### config.mk
export PLATFORM = sky130hd
export DESIGN_NAME = uart_rxq
export DESIGN_NICKNAME = d
export VERILOG_FILES = /design/src/rtl/rxq_pkg.sv /design/src/rtl/rxq_store.sv /design/src/rtl/rxq_idle_timer.sv /design/src/rtl/rxq_irq.sv /design/src/rtl/uart_rxq.sv
export SDC_FILE = /design/constraint.sdc
export NUM_CORES = 1
export LEC_CHECK = 0
export BUFFER_PORTS_ARGS = -buffer_cell sky130_fd_sc_hd__buf_2
export CAP_MARGIN = 20
export CORE_MARGIN = 2
export CORE_UTILIZATION = 31
export CTS_BUF_LIST = sky130_fd_sc_hd__clkbuf_16
export DETAILED_ROUTE_END_ITERATION = 10
export GPL_ROUTABILITY_DRIVEN = 0
export HOLD_SLACK_MARGIN = 0.03
export REMOVE_ABC_BUFFERS = 1
export SYNTH_ARGS = -nofsm -noshare
export SYNTH_HDL_FRONTEND = slang
export SYNTH_SLANG_ARGS = --single-unit
### constraint.sdc
create_clock -name clk -period 4.91 [get_ports clk]
set_input_delay 0.491 -clock clk [delete_from_list [all_inputs] [get_ports clk]]
set_output_delay 0.491 -clock clk [all_outputs]
set_load 0.01 [all_outputs]
### src/rtl/rxq_pkg.sv
package rxq_pkg;
   // width of an occupancy count able to hold 0..depth
   function automatic int rxq_cnt_w(input int depth);
      return $clog2(depth + 1);
   endfunction

   // a depth that is a power of two lets pointers wrap on their own
   function automatic bit rxq_is_pow2(input int depth);
      return (depth > 0) && ((depth & (depth - 1)) == 0);
   endfunction
endpackage

### src/rtl/rxq_store.sv
module rxq_store
   import rxq_pkg::*;
#(
   parameter int DEPTH = 16,
   parameter int DW    = 8,
   localparam int AW   = (DEPTH > 1) ? $clog2(DEPTH) : 1,
   localparam int CW   = rxq_cnt_w(DEPTH)
) (
   input  logic          clk,
   input  logic          rst_n,
   input  logic          wr_req,
   input  logic [DW-1:0] wr_data,
   input  logic          rd_req,
   output logic [DW-1:0] rd_data,
   output logic [CW-1:0] level,
   output logic          empty,
   output logic          full,
   output logic          drop
);
   logic [DW-1:0] mem [DEPTH];
   logic [AW-1:0] wptr, rptr, wptr_nx, rptr_nx;
   logic          wr_do, rd_do;

   assign full  = (level == CW'(DEPTH));
   assign empty = (level == '0);
   assign wr_do = wr_req && !full;
   assign rd_do = rd_req && !empty;
   assign drop  = wr_req && full;

   generate
      if (rxq_is_pow2(DEPTH)) begin : g_wrap_free
         assign wptr_nx = wptr + 1'b1;
         assign rptr_nx = rptr + 1'b1;
      end else begin : g_wrap_cmp
         assign wptr_nx = (wptr == AW'(DEPTH - 1)) ? '0 : wptr + 1'b1;
         assign rptr_nx = (rptr == AW'(DEPTH - 1)) ? '0 : rptr + 1'b1;
      end
   endgenerate

   always_ff @(posedge clk) begin
      if (wr_do) mem[wptr] <= wr_data;
   end

   always_ff @(posedge clk) begin
      if (!rst_n) begin
         wptr    <= '0;
         rptr    <= '0;
         level   <= '0;
         rd_data <= '0;
      end else begin
         if (wr_do) wptr <= wptr_nx;
         if (rd_do) begin
            rptr    <= rptr_nx;
            rd_data <= mem[rptr];
         end
         unique case ({wr_do, rd_do})
            2'b10:   level <= level + 1'b1;
            2'b01:   level <= level - 1'b1;
            default: level <= level;
         endcase
      end
   end
endmodule

### src/rtl/rxq_idle_timer.sv
module rxq_idle_timer #(
   parameter int TW = 8
) (
   input  logic          clk,
   input  logic          rst_n,
   input  logic          tick,
   input  logic          restart,
   input  logic          hold,
   input  logic [TW-1:0] limit,
   output logic          fire
);
   logic [TW-1:0] cnt;
   logic          armed;
   logic [TW:0]   cnt_inc;
   logic          step;

   assign cnt_inc = {1'b0, cnt} + 1'b1;
   assign step    = tick && armed && !hold && !restart;
   assign fire    = step && (cnt_inc == {1'b0, limit});

   always_ff @(posedge clk) begin
      if (!rst_n) begin
         cnt   <= '0;
         armed <= 1'b1;
      end else if (hold || restart) begin
         cnt   <= '0;
         armed <= 1'b1;
      end else if (step) begin
         cnt <= cnt_inc[TW-1:0];
         if (fire) armed <= 1'b0;
      end
   end
endmodule

### src/rtl/rxq_irq.sv
module rxq_irq #(
   parameter int CW = 5
) (
   input  logic          clk,
   input  logic          rst_n,
   input  logic [CW-1:0] level,
   input  logic          empty,
   input  logic [CW-1:0] trig_lvl,
   input  logic          thr_en,
   input  logic          tmo_en,
   input  logic          fire,
   input  logic          ack_tmo,
   input  logic          drop,
   input  logic          ack_ovf,
   output logic          irq_thr,
   output logic          irq_tmo,
   output logic          overflow
);
   logic pend;

   assign irq_thr = thr_en && (trig_lvl != '0) && (level >= trig_lvl);
   assign irq_tmo = pend && tmo_en && !empty;

   always_ff @(posedge clk) begin
      if (!rst_n)                pend <= 1'b0;
      else if (empty || !tmo_en) pend <= 1'b0;
      else if (fire)             pend <= 1'b1;
      else if (ack_tmo)          pend <= 1'b0;
   end

   always_ff @(posedge clk) begin
      if (!rst_n)       overflow <= 1'b0;
      else if (drop)    overflow <= 1'b1;
      else if (ack_ovf) overflow <= 1'b0;
   end
endmodule

### src/rtl/uart_rxq.sv
module uart_rxq
   import rxq_pkg::*;
#(
   parameter int DEPTH = 16,
   parameter int DW    = 8,
   parameter int TMO_W = 8,
   localparam int CW   = rxq_cnt_w(DEPTH)
) (
   input  logic             clk,
   input  logic             rst_n,
   input  logic             byte_vld,
   input  logic [DW-1:0]    byte_in,
   input  logic             baud_tick,
   input  logic             rd_stb,
   input  logic [CW-1:0]    trig_lvl,
   input  logic [TMO_W-1:0] tmo_val,
   input  logic             thr_en,
   input  logic             tmo_en,
   input  logic             ack_tmo,
   input  logic             ack_ovf,
   output logic [DW-1:0]    rd_data,
   output logic [CW-1:0]    level,
   output logic             empty,
   output logic             full,
   output logic             overflow,
   output logic             irq_thr,
   output logic             irq_tmo
);
   generate
      if (DEPTH < 2)  begin : g_bad_depth $error("uart_rxq: DEPTH must be at least 2"); end
      if (DW < 1)     begin : g_bad_dw    $error("uart_rxq: DW must be positive"); end
      if (TMO_W < 1)  begin : g_bad_tw    $error("uart_rxq: TMO_W must be positive"); end
   endgenerate

   logic drop, fire;

   rxq_store #(.DEPTH(DEPTH), .DW(DW)) u_store (
      .clk     (clk),
      .rst_n   (rst_n),
      .wr_req  (byte_vld),
      .wr_data (byte_in),
      .rd_req  (rd_stb),
      .rd_data (rd_data),
      .level   (level),
      .empty   (empty),
      .full    (full),
      .drop    (drop)
   );

   rxq_idle_timer #(.TW(TMO_W)) u_timer (
      .clk     (clk),
      .rst_n   (rst_n),
      .tick    (baud_tick),
      .restart (byte_vld || rd_stb),
      .hold    (empty),
      .limit   (tmo_val),
      .fire    (fire)
   );

   rxq_irq #(.CW(CW)) u_irq (
      .clk      (clk),
      .rst_n    (rst_n),
      .level    (level),
      .empty    (empty),
      .trig_lvl (trig_lvl),
      .thr_en   (thr_en),
      .tmo_en   (tmo_en),
      .fire     (fire),
      .ack_tmo  (ack_tmo),
      .drop     (drop),
      .ack_ovf  (ack_ovf),
      .irq_thr  (irq_thr),
      .irq_tmo  (irq_tmo),
      .overflow (overflow)
   );
endmodule

==> impl_metrics.tcl, run 1 <==
set metrics [dict create \
    layout.cells.most_common_list "edfxtp_1 (128), buf_2 (47), mux4_2 (32), dfxtp_1 (31), nor2_1 (27)" \
    first_iter_violations 248 \
    crit_fanout 15 \
    start_util 0.3140 \
    synth.top_cell.area_share 0.5644 \
    grt_pass1_wl_microns 22250 \
    routed_wl_microns 13740 \
    setup_tns_ns 0 \
    die_height_microns 152.2 \
    layout.nets 536 \
    detail-route-antenna-nets 0 \
    dp_hpwl_microns 9131 \
    cts_sinks 160 \
    required_ns 5.22 \
    critical_path.top_delay_family "simple AND/OR/NAND/NOR gates" \
    rows 54 \
    leakagePower_uw 0.002745 \
    syn2layout_area_growth_pct 16.88 \
    wl_per_cell_microns 17.53 \
    cts_made_buffers 17 \
    clk-insertion-delay-late_ns 0.42 \
    clockRootBuffer "clkbuf_16" \
    core_sq_um 21690 \
    grt_pass1_vias 4062 \
    p_total_uw 3757 \
    maxSlewViolCount 0 \
    arrival_ns 3.50 \
    dieArea_sq_um 23170 \
    fin_crit_ns 3.184 \
    tightest_slew_ns 0.9805 \
    endpoint_kind "flop" \
    ios 48 \
    cts_max_level 4 \
    overflow 0 \
    fin_util 0.3670 \
    yosysTopAreaCell "edfxtp_1" \
    worstHoldPathType "input pin to flop" \
    syn_area_per_cell_sq_um 15.37 \
    cts_resized 0 \
    max-slew-margin-rel 0.3409 \
    path_clk_slew_ns 0.06 \
    post-cts-setup-buffers 0 \
    diodes 0 \
    die_w_microns 152.2 \
    cp.depth 12 \
    holdBufCountCts 0 \
    hold_depth 3 \
    synthArstFlopShare 0 \
    p_per_area_nw_per_um2 471.9 \
    setup_viol_count_final 0 \
    finalHoldViolations 0 \
    ys_ff_latch 160 \
    synth_flop_cell "edfxtp_1" \
    drcViolationCount 0 \
    syn-instance-count 443 \
    crit_buf_inv 0 \
    gr-usage-all-layers 0.1239 \
    via_per_inst 4.897 \
    worst_path_max_delay_cell "nor4_1" \
    grt_max_degree 29 \
    synth_cell_type_count 52 \
    io_buffers 47 \
    synth_area_sq_um 6810 \
    worstSetupStartpointType "flop" \
    rsz0062_at_grt "false" \
    vias 3839 \
    seq_area_frac_synth 0.6585 \
    fmax_mhz 314.1 \
    slowest_delay_ns 0.46 \
    crit_chain "nor4_1 > nand2b_2 > and2_1 > ha_1 > xor2_1 > ha_1 > a211o_1 > nand2_1 > nand3b_1 > a31oi_1 > xor2_1 > and2_1" \
    synth_area_leaders "edfxtp_1 (56%), mux4_2 (11%), dfxtp_1 (9.4%)" \
    mostFrequentLayoutCell "edfxtp_1" \
    status "finished, final reports clean" \
    drtPass1Iterations 4 \
    cts_tree "yes" \
    synth-edff-count 128 \
    ir_drop_mv 0.2733 \
    path_class "flop to flop" \
    fin_crit_sh 0.6484 \
    ys_warn_count 0 \
    clk_path_buf_depth 2 \
    maxCapViolations 0 \
    finClkSkew_ns 0.008351 \
    reg2reg_depth 12 \
    antenna_found_initial 0 \
    drive_above_1_share 0.2460 \
]
==> routing by layer <==
metal | vias to the layer above | part of all wire | global-route usage
met5 | - | 0 | 0
li1 | 1811 | - | -
met1 | 1932 | 0.47 | 0.1676
met2 | 90 | 0.47 | 0.1963
met4 | 0 | 0.0051 | 0.03649
met3 | 6 | 0.048 | 0.03413
==> cell families (layout without fill, tap and decap cells) <==
family,after synthesis,after routing,synth area share
adders and majority gates,15,15,0.02756
xor gates and xnor gates,20,20,0.02572
DFF,160,160,0.6585
muxes,34,34,0.1088
buffers and inverters,39,100,0.02554
and+or+nand+nor,111,111,0.08764
AOI/OAI and AO/OA,64,64,0.06632
==> power breakdown <==
group / internal [uW] / total (uW) / switching (uW)
Sequential: 1550 / 1640 / 84.8
Combinational: 352 / 739 / 388
Clock: 850 / 1380 / 531
==> cell type report <==
cell class                      count  area (sq um)
Fill cell                        2012         13730
Sequential cell                   160          4486
Multi-Input combinational cell    244          2152
Clock buffer                       17         425.4
Tap cell                          280         350.3
Timing Repair Buffer               54         300.3
Clock inverter                     15         193.9
Inverter                           14         52.55
==> final timing paths <==
| check | start | to | slack (ns) |
|---|---|---|---|
| max | u_store.level[1]$_SDFFE_PN0P_ | u_store.level[4]$_SDFFE_PN0P_ | 1.73 |
| min | tmo_en | u_irq.pend$_SDFFE_PP0P_ | 0.35 |
| max reg2reg | u_store.level[1]$_SDFFE_PN0P_ | u_store.level[4]$_SDFFE_PN0P_ | 1.73 |
| min reg2reg | u_store.rd_data[0]$_SDFFE_PN0P_ | u_store.rd_data[0]$_SDFFE_PN0P_ | 0.48 |
==> synth_stat cells (all sizes together) (9+ instances only) <==
library cell and count:
a21oi 11, and2 12, buf 14, clkbuf 11, dfxtp 32, edfxtp 128
ha 15, inv 14, mux4 32, nand2 24, nor2 27, nor2b 9
o22ai 10, xnor2 9, xor2 11
==> worst reg2reg max path: stages (launching register included) <==
cell and delay, ns:
dfxtp_1 0.41, nor4_1 0.46, nand2b_2 0.17, and2_1 0.38, ha_1 0.42, xor2_1 0.19, ha_1 0.23, a211o_1 0.27
nand2_1 0.07, nand3b_1 0.08, a31oi_1 0.17, xor2_1 0.08, and2_1 0.15
==> sequential cells by signal, summed over array words and instances (netlist names) <==
| register | flops |
|---|---|
| u_store.rptr | 4 |
| u_timer.cnt | 8 |
| u_store.mem | 128 |
| u_irq.overflow | 1 |
| u_store.wptr | 4 |
| u_store.rd_data | 8 |
| u_timer.armed | 1 |
| u_irq.pend | 1 |
| u_store.level | 5 |
==> through the flow <==
| stage | worst slack [ns] | hold slack [ns] | area (sq um) | std cells |
|---|---|---|---|---|
| floorplan | 2.044 | 0.4410 | 6689 | 418 |
| global placement | 1.809 | 0.4556 | 7321 | 751 |
| detailed placement | 1.746 | 0.4724 | 7321 | 751 |
| CTS | 1.727 | 0.3325 | 7940 | 783 |
| global route | 1.384 | 0.3313 | 7960 | 784 |
| finish | 1.726 | 0.3512 | 7960 | 784 |
(Power assumes the default switching activity.)
==> run 2: changes to the inputs <==
- ABC_AREA: default -> 1
- clock period: 4.91 -> 3.28 ns (I/O delays scaled with it)
==> run 2 against run 1 <==
Compared with the run above:
- total power increased by 54%
- global-route usage increased by 0.81 points
- critical path depth increased by 3
- sequential cell count unchanged
- non-clock buffer count decreased by 1
- highest routed layer unchanged
- largest cell class unchanged
- clock skew increased by 0.0043 ns
- clock power increased by 36%
- largest power group unchanged
- worst setup slack got worse by 0.93 ns
- utilization decreased by 0.72 points
- cell count increased by 30%
- synthesized area increased by 3.8%
- hold slack got worse by 0.20 ns
==> impl_metrics.tcl, run 2 <==
set metrics [dict create \
    status "finished, final reports clean" \
    yosysTopAreaCell "edfxtp_1" \
    cts_resized 0 \
    synth_most_common_cell "nor2_1" \
    crit_top_cell "nand2_1" \
    min_to "u_irq.pend$_SDFFE_PP0P_" \
    r2r_slack_ns 0.80 \
    via_per_inst 4.756 \
    setup_viol_count_final 0 \
    synth_area_sq_um 7072 \
    worstHoldPathType "input pin to flop" \
    dieArea_sq_um 24040 \
    gr-usage-all-layers 0.1320 \
    required_ns 3.63 \
    fillers 2164 \
    cts_made_buffers 17 \
    synthArstFlopShare 0 \
    cts_sinks 160 \
    finalHoldViolations 0 \
    fmax_mhz 403.4 \
    grt_max_degree 66 \
    ys_ff_latch 160 \
    max-slew-margin-rel 0.4468 \
    clockRootBuffer "clkbuf_16" \
    largestRegisters "u_store.mem (128), u_store.rd_data (8), u_timer.cnt (8)" \
    synth.top_cell.area_share 0.5435 \
    arrival_ns 2.83 \
    crit_chain "inv_1 > nand4_2 > nand2_1 > inv_1 > buf_4 > ha_1 > xor2_1 > ha_1 > inv_1 > nand2_1 > nand3_1 > nand2_1 > xor2_1 > nand2_1 > a21oi_1" \
    cts_max_level 4 \
    diodes 0 \
    syn_area_per_cell_sq_um 10.43 \
    ys_warn_count 0 \
    endpoint_kind "flop" \
    fin_crit_ns 2.479 \
    start_util 0.3143 \
    rows 55 \
    maxSlewViolCount 0 \
    cts_tree "yes" \
    fin_util 0.3599 \
    wl_per_cell_microns 15.17 \
    syn-instance-count 678 \
    ir_drop_mv 0.3299 \
    syn2layout_area_growth_pct 14.51 \
    grt_pass1_wl_microns 24410 \
    setup_tns_ns 0 \
    synth_flop_cell "edfxtp_1" \
    worst_path_max_delay_cell "dfxtp_1" \
    worstSetupStartpointType "flop" \
    reg2reg_depth 15 \
    synthTopCellsByCount "nor2_1 (146), edfxtp_1 (128), o21ai_0 (63)" \
    antenna_found_initial 0 \
    finClkSkew_ns 0.01268 \
    drive_above_1_share 0.1325 \
    slowest_delay_ns 0.46 \
    synth_area_leaders "edfxtp_1 (54%), dfxtp_1 (9.1%), nor2_1 (7.7%)" \
    synth_cell_type_count 30 \
    grt_pass1_vias 4526 \
    min_from "ack_tmo" \
    mostFrequentLayoutCell "nor2_1" \
    layout.cells.most_common_list "nor2_1 (146), edfxtp_1 (128), o21ai_0 (63), nand2_1 (60), inv_1 (53)" \
    crit_path_start "u_store.level[4]$_SDFFE_PN0P_" \
    path_class "flop to flop" \
    synth-edff-count 128 \
    reg2reg_from "u_store.level[4]$_SDFFE_PN0P_" \
    io_buffers 47 \
    reg2reg_to "u_store.level[4]$_SDFFE_PN0P_" \
    post-cts-setup-buffers 0 \
    leakagePower_uw 0.003048 \
    holdBufCountCts 0 \
    layout.nets 764 \
    pre_cts_ws_ns 0.8092 \
    multi_input_area_sq_um 2175 \
    die_w_microns 155.0 \
    drtPass1Iterations 5 \
    fin_crit_sh 0.7557 \
    detail-route-antenna-nets 0 \
    first_iter_violations 394 \
    hold_depth 4 \
    regArea_sq_um 4487 \
    drcViolationCount 0 \
    seq_area_frac_synth 0.6341 \
    p_per_area_nw_per_um2 712.8 \
    die_height_microns 155.0 \
    crit_fanout 21 \
    core_sq_um 22500 \
    clk-insertion-delay-late_ns 0.43 \
    top_register "u_store.mem" \
    overflow 0 \
    fin_ws_ns 0.8013 \
    ios 48 \
    rsz0062_at_grt "false" \
    dp_hpwl_microns 10060 \
    clk_path_buf_depth 2 \
    tightest_slew_ns 0.8268 \
    path_clk_slew_ns 0.07 \
    maxCapViolations 0 \
    largest_reg_flops 128 \
    routed_wl_microns 15420 \
    vias 4837 \
]
==> run 2: power by group <==
part	leakage, uW	internal [uW]	total [uW]	switching, uW
Sequential	0.00142	2320	2500	180
Clock	0.000278	1010	1880	869
Combinational	0.00135	495	1400	902
Total	0.00305	3820	5770	1950
==> run 2: per-stage QoR <==
stage	instance area, sq um	instances	hold WS [ns]	power, uW
floorplan	6873	647	0.4187	3403
global placement	7505	984	0.4298	3928
detailed placement	7505	984	0.4339	3930
CTS	8078	1016	0.1397	5805
global route	8098	1017	0.1530	6106
finish	8098	1017	0.1542	5772
==> run 2: metal layers <==
metal / vias to the layer above / global-route usage / part of all wire
li1: 2426 / - / -
met3: 18 / 0.02173 / 0.037
met5: - / 0 / 0
met1: 2287 / 0.1679 / 0.45
met4: 0 / 0.05467 / 0.017
met2: 106 / 0.2241 / 0.50
==> run 2: cells by family (layout without fill, tap and decap cells) <==
| kind of cell | Yosys count | in the layout | share of synthesized area |
|---|---|---|---|
| xor+xnor | 9 | 9 | 0.01115 |
| simple gates | 263 | 263 | 0.1532 |
| fa+ha+maj | 15 | 15 | 0.02654 |
| flops | 160 | 160 | 0.6341 |
| compound gates | 143 | 143 | 0.1166 |
| buf+inv | 88 | 142 | 0.05839 |
==> run 2: final cells by class <==
cell class,instances,share of cell area
tap,285,0.04404
timing repair buffer,53,0.03616
clock inverter,15,0.01823
multi-input combinational,430,0.2685
sequential,160,0.5541
clock buffer,17,0.05253
inverter,57,0.02642
==> run 2: how the worst max path moves through the flow <==
stage / end / slack (ns) / cells past startpoint
after floorplan: u_store.rd_data[1]$_SDFFE_PN0P_ / 0.64 / 7
after global placement: u_store.level[4]$_SDFFE_PN0P_ / 0.88 / 15
final: u_store.level[4]$_SDFFE_PN0P_ / 0.80 / 15
after global routing: u_store.level[4]$_SDFFE_PN0P_ / 0.53 / 15
after detailed placement: u_store.level[4]$_SDFFE_PN0P_ / 0.81 / 15
after CTS: u_store.level[4]$_SDFFE_PN0P_ / 0.78 / 15
==> run 2: critical path: cells and delay by family, from the launching register on <==
family | cells | cell delay, ns
flip-flops | 1 | 0.46
adder cells (fa/ha/maj) | 2 | 0.47
XOR/XNOR | 2 | 0.36
buffers and inverters | 4 | 0.43
AND/OR/NAND/NOR | 6 | 0.57
AO/OA/AOI/OAI | 1 | 0.11
==> run 3: changes to the inputs <==
- clock period: 3.28 -> 2.15 ns (I/O delays scaled with it)
==> run 3 against run 2 <==
Compared with the run above:
- combinational power grew 82%
- hold slack worse by 0.11 ns
- sequential cell count did not move
- total power increased by 59%
- utilization is 1.3 points higher
- critical path type is now flop to primary output
==> impl_metrics.tcl, run 3 (synthesis results as in run 2) <==
set metrics [dict create \
    status "finished, final reports clean" \
    drcViolationCount 0 \
    rows 55 \
    worst_path_max_delay_cell "dfxtp_2" \
    dp_hpwl_microns 10290 \
    via_per_inst 4.748 \
    antenna_found_initial 0 \
    crit_fanout 3 \
    fin_crit_sh 0.9444 \
    p_per_area_nw_per_um2 1096 \
    clk_path_buf_depth 2 \
    min_from "tmo_en" \
    cts_made_buffers 17 \
    path_clk_slew_ns 0.06 \
    tightest_slew_ns 0.5682 \
    grt_max_degree 68 \
    routed_wl_microns 16250 \
    reg2reg_to "u_store.level[4]$_SDFFE_PN0P_" \
    r2r_slack_ns 0.16 \
    hold_depth 3 \
    leakagePower_uw 0.003215 \
    ir_drop_mv 0.4611 \
    maxSlewViolCount 0 \
    ios 48 \
    core_sq_um 22500 \
    arrival_ns 1.82 \
    reg2reg_depth 14 \
    worstHoldPathType "input pin to flop" \
    io_buffers 47 \
    vias 4966 \
    worst_hold_slack_ns 0.04382 \
    max-slew-margin-rel 0.6189 \
    clockRootBuffer "clkbuf_16" \
    reg2reg_from "u_store.level[1]$_SDFFE_PN0P_" \
    min_to "u_irq.pend$_SDFFE_PP0P_" \
    mostFrequentLayoutCell "nor2_1" \
    fmax_mhz 492.5 \
    fillers 2218 \
    required_ns 1.93 \
    path_class "flop to primary output" \
    syn2layout_area_growth_pct 18.63 \
    diodes 0 \
    top_register "u_store.mem" \
    drtPass1Iterations 5 \
    layout.nets 793 \
    critical_path.top_delay_family "compound AO/OA/AOI/OAI gates" \
    clk-insertion-delay-late_ns 0.43 \
    worstSetupStartpointType "flop" \
    dieArea_sq_um 24040 \
    gr-usage-all-layers 0.1403 \
    p_total_uw 9196 \
    cts_sinks 160 \
    rsz0062_at_grt "true" \
    overflow 0 \
    fin_util 0.3728 \
    die_w_microns 155.0 \
    largestRegisters "u_store.mem (128), u_store.rd_data (8), u_timer.cnt (8)" \
    grt_pass1_vias 4866 \
    largest_reg_flops 128 \
    crit_chain "buf_6 > inv_4 > ha_4 > o21ai_2 > a21boi_1 > o21ai_1 > nand2_1 > a21oi_2 > nor2_1 > buf_2" \
    fin_crit_ns 2.030 \
    finalHoldViolations 0 \
    finClkSkew_ns 0.007045 \
    maxCapViolations 0 \
    layout.cells.most_common_list "nor2_1 (145), edfxtp_1 (128), o21ai_0 (61), nand2_1 (59), inv_1 (53)" \
    detail-route-antenna-nets 0 \
    setup_viol_count_final 0 \
    setup_tns_ns 0 \
    grt_pass1_wl_microns 26010 \
    slowest_delay_ns 0.36 \
    cts_max_level 4 \
    crit_buf_inv 3 \
    wl_per_cell_microns 15.54 \
    first_iter_violations 356 \
    start_util 0.3143 \
    endpoint_kind "primary output" \
    cts_tree "yes" \
    die_height_microns 155.0 \
    drive_above_1_share 0.1735 \
]
run 3: changes by cell type in the layout (fill, tap and decap cells not counted), sizes merged:
cell	before	now
inv	62	61
dlygate4sd3	0	2
buf	53	80
bufinv	0	2
clkinv	8	7
run 3: what timing repair did:
item | 4_1_cts | 5_1_grt
setup endpoints to repair | 2 | 4
endpoints found under the hold margin | 2 | 0
resized for setup | 4 | 13
setup buffers | 0 | 2
hold buffers | 2 | 0
pin swaps | 3 | 6
run 3: cell type report:
class                           instances  area [sq um]  share of cell area
Tap cell                              285         356.6             0.04251
Timing Repair Buffer                   82         531.8             0.06339
Sequential cell                       160          4491              0.5353
Multi-Input combinational cell        430          2207              0.2631
Inverter                               57         216.5             0.02580
Clock buffer                           17         425.4             0.05071
Clock inverter                         15         161.4             0.01924
run 3: worst max-delay path by stage:
| stage | cells after the start | start | slack [ns] | to |
|---|---|---|---|---|
| after floorplan | 7 | u_store.rptr[0]$_SDFFE_PN0P_ | -0.49 | u_store.rd_data[1]$_SDFFE_PN0P_ |
| after global placement | 14 | u_store.level[0]$_SDFFE_PN0P_ | 0.12 | u_store.level[4]$_SDFFE_PN0P_ |
| after detailed placement | 14 | u_store.level[0]$_SDFFE_PN0P_ | 0.01 | u_store.level[4]$_SDFFE_PN0P_ |
| after CTS | 10 | u_store.level[0]$_SDFFE_PN0P_ | -0.01 | irq_thr |
| after global routing | 10 | u_store.level[0]$_SDFFE_PN0P_ | -0.02 | irq_thr |
| final | 10 | u_store.level[0]$_SDFFE_PN0P_ | 0.12 | irq_thr |
run 3: tightest hold or removal path, cell delays in order:
cell	delay, ns
buf_2	0.10
nand3_1	0.07
a21oi_1	0.04
run 3: power breakdown:
part | switching, uW | leakage, uW | internal (uW)
logic | 1620 | 0.00151 | 921
registers | 119 | 0.00142 | 3540
clock network | 1260 | 0.000288 | 1730
total | 3000 | 0.00322 | 6190
run 3: routing by layer:
layer / wire length (microns) / up-vias / track usage
met5: 0 / - / 0
met4: 277 / 0 / 0.05026
met1: 7283 / 2389 / 0.1809
li1: - / 2488 / -
met3: 536 / 18 / 0.02563
met2: 8157 / 71 / 0.2370
run 3: metrics by stage:
step	std cells	worst slack, ns	cell area [sq um]
2_1_floorplan	647	-0.4910	6873
3_3_place_gp	1010	0.1160	7725
3_5_place_dp	1010	0.01271	7725
4_1_cts	1044	-0.01426	8333
5_1_grt	1046	-0.02070	8389
6_report	1046	0.1196	8389
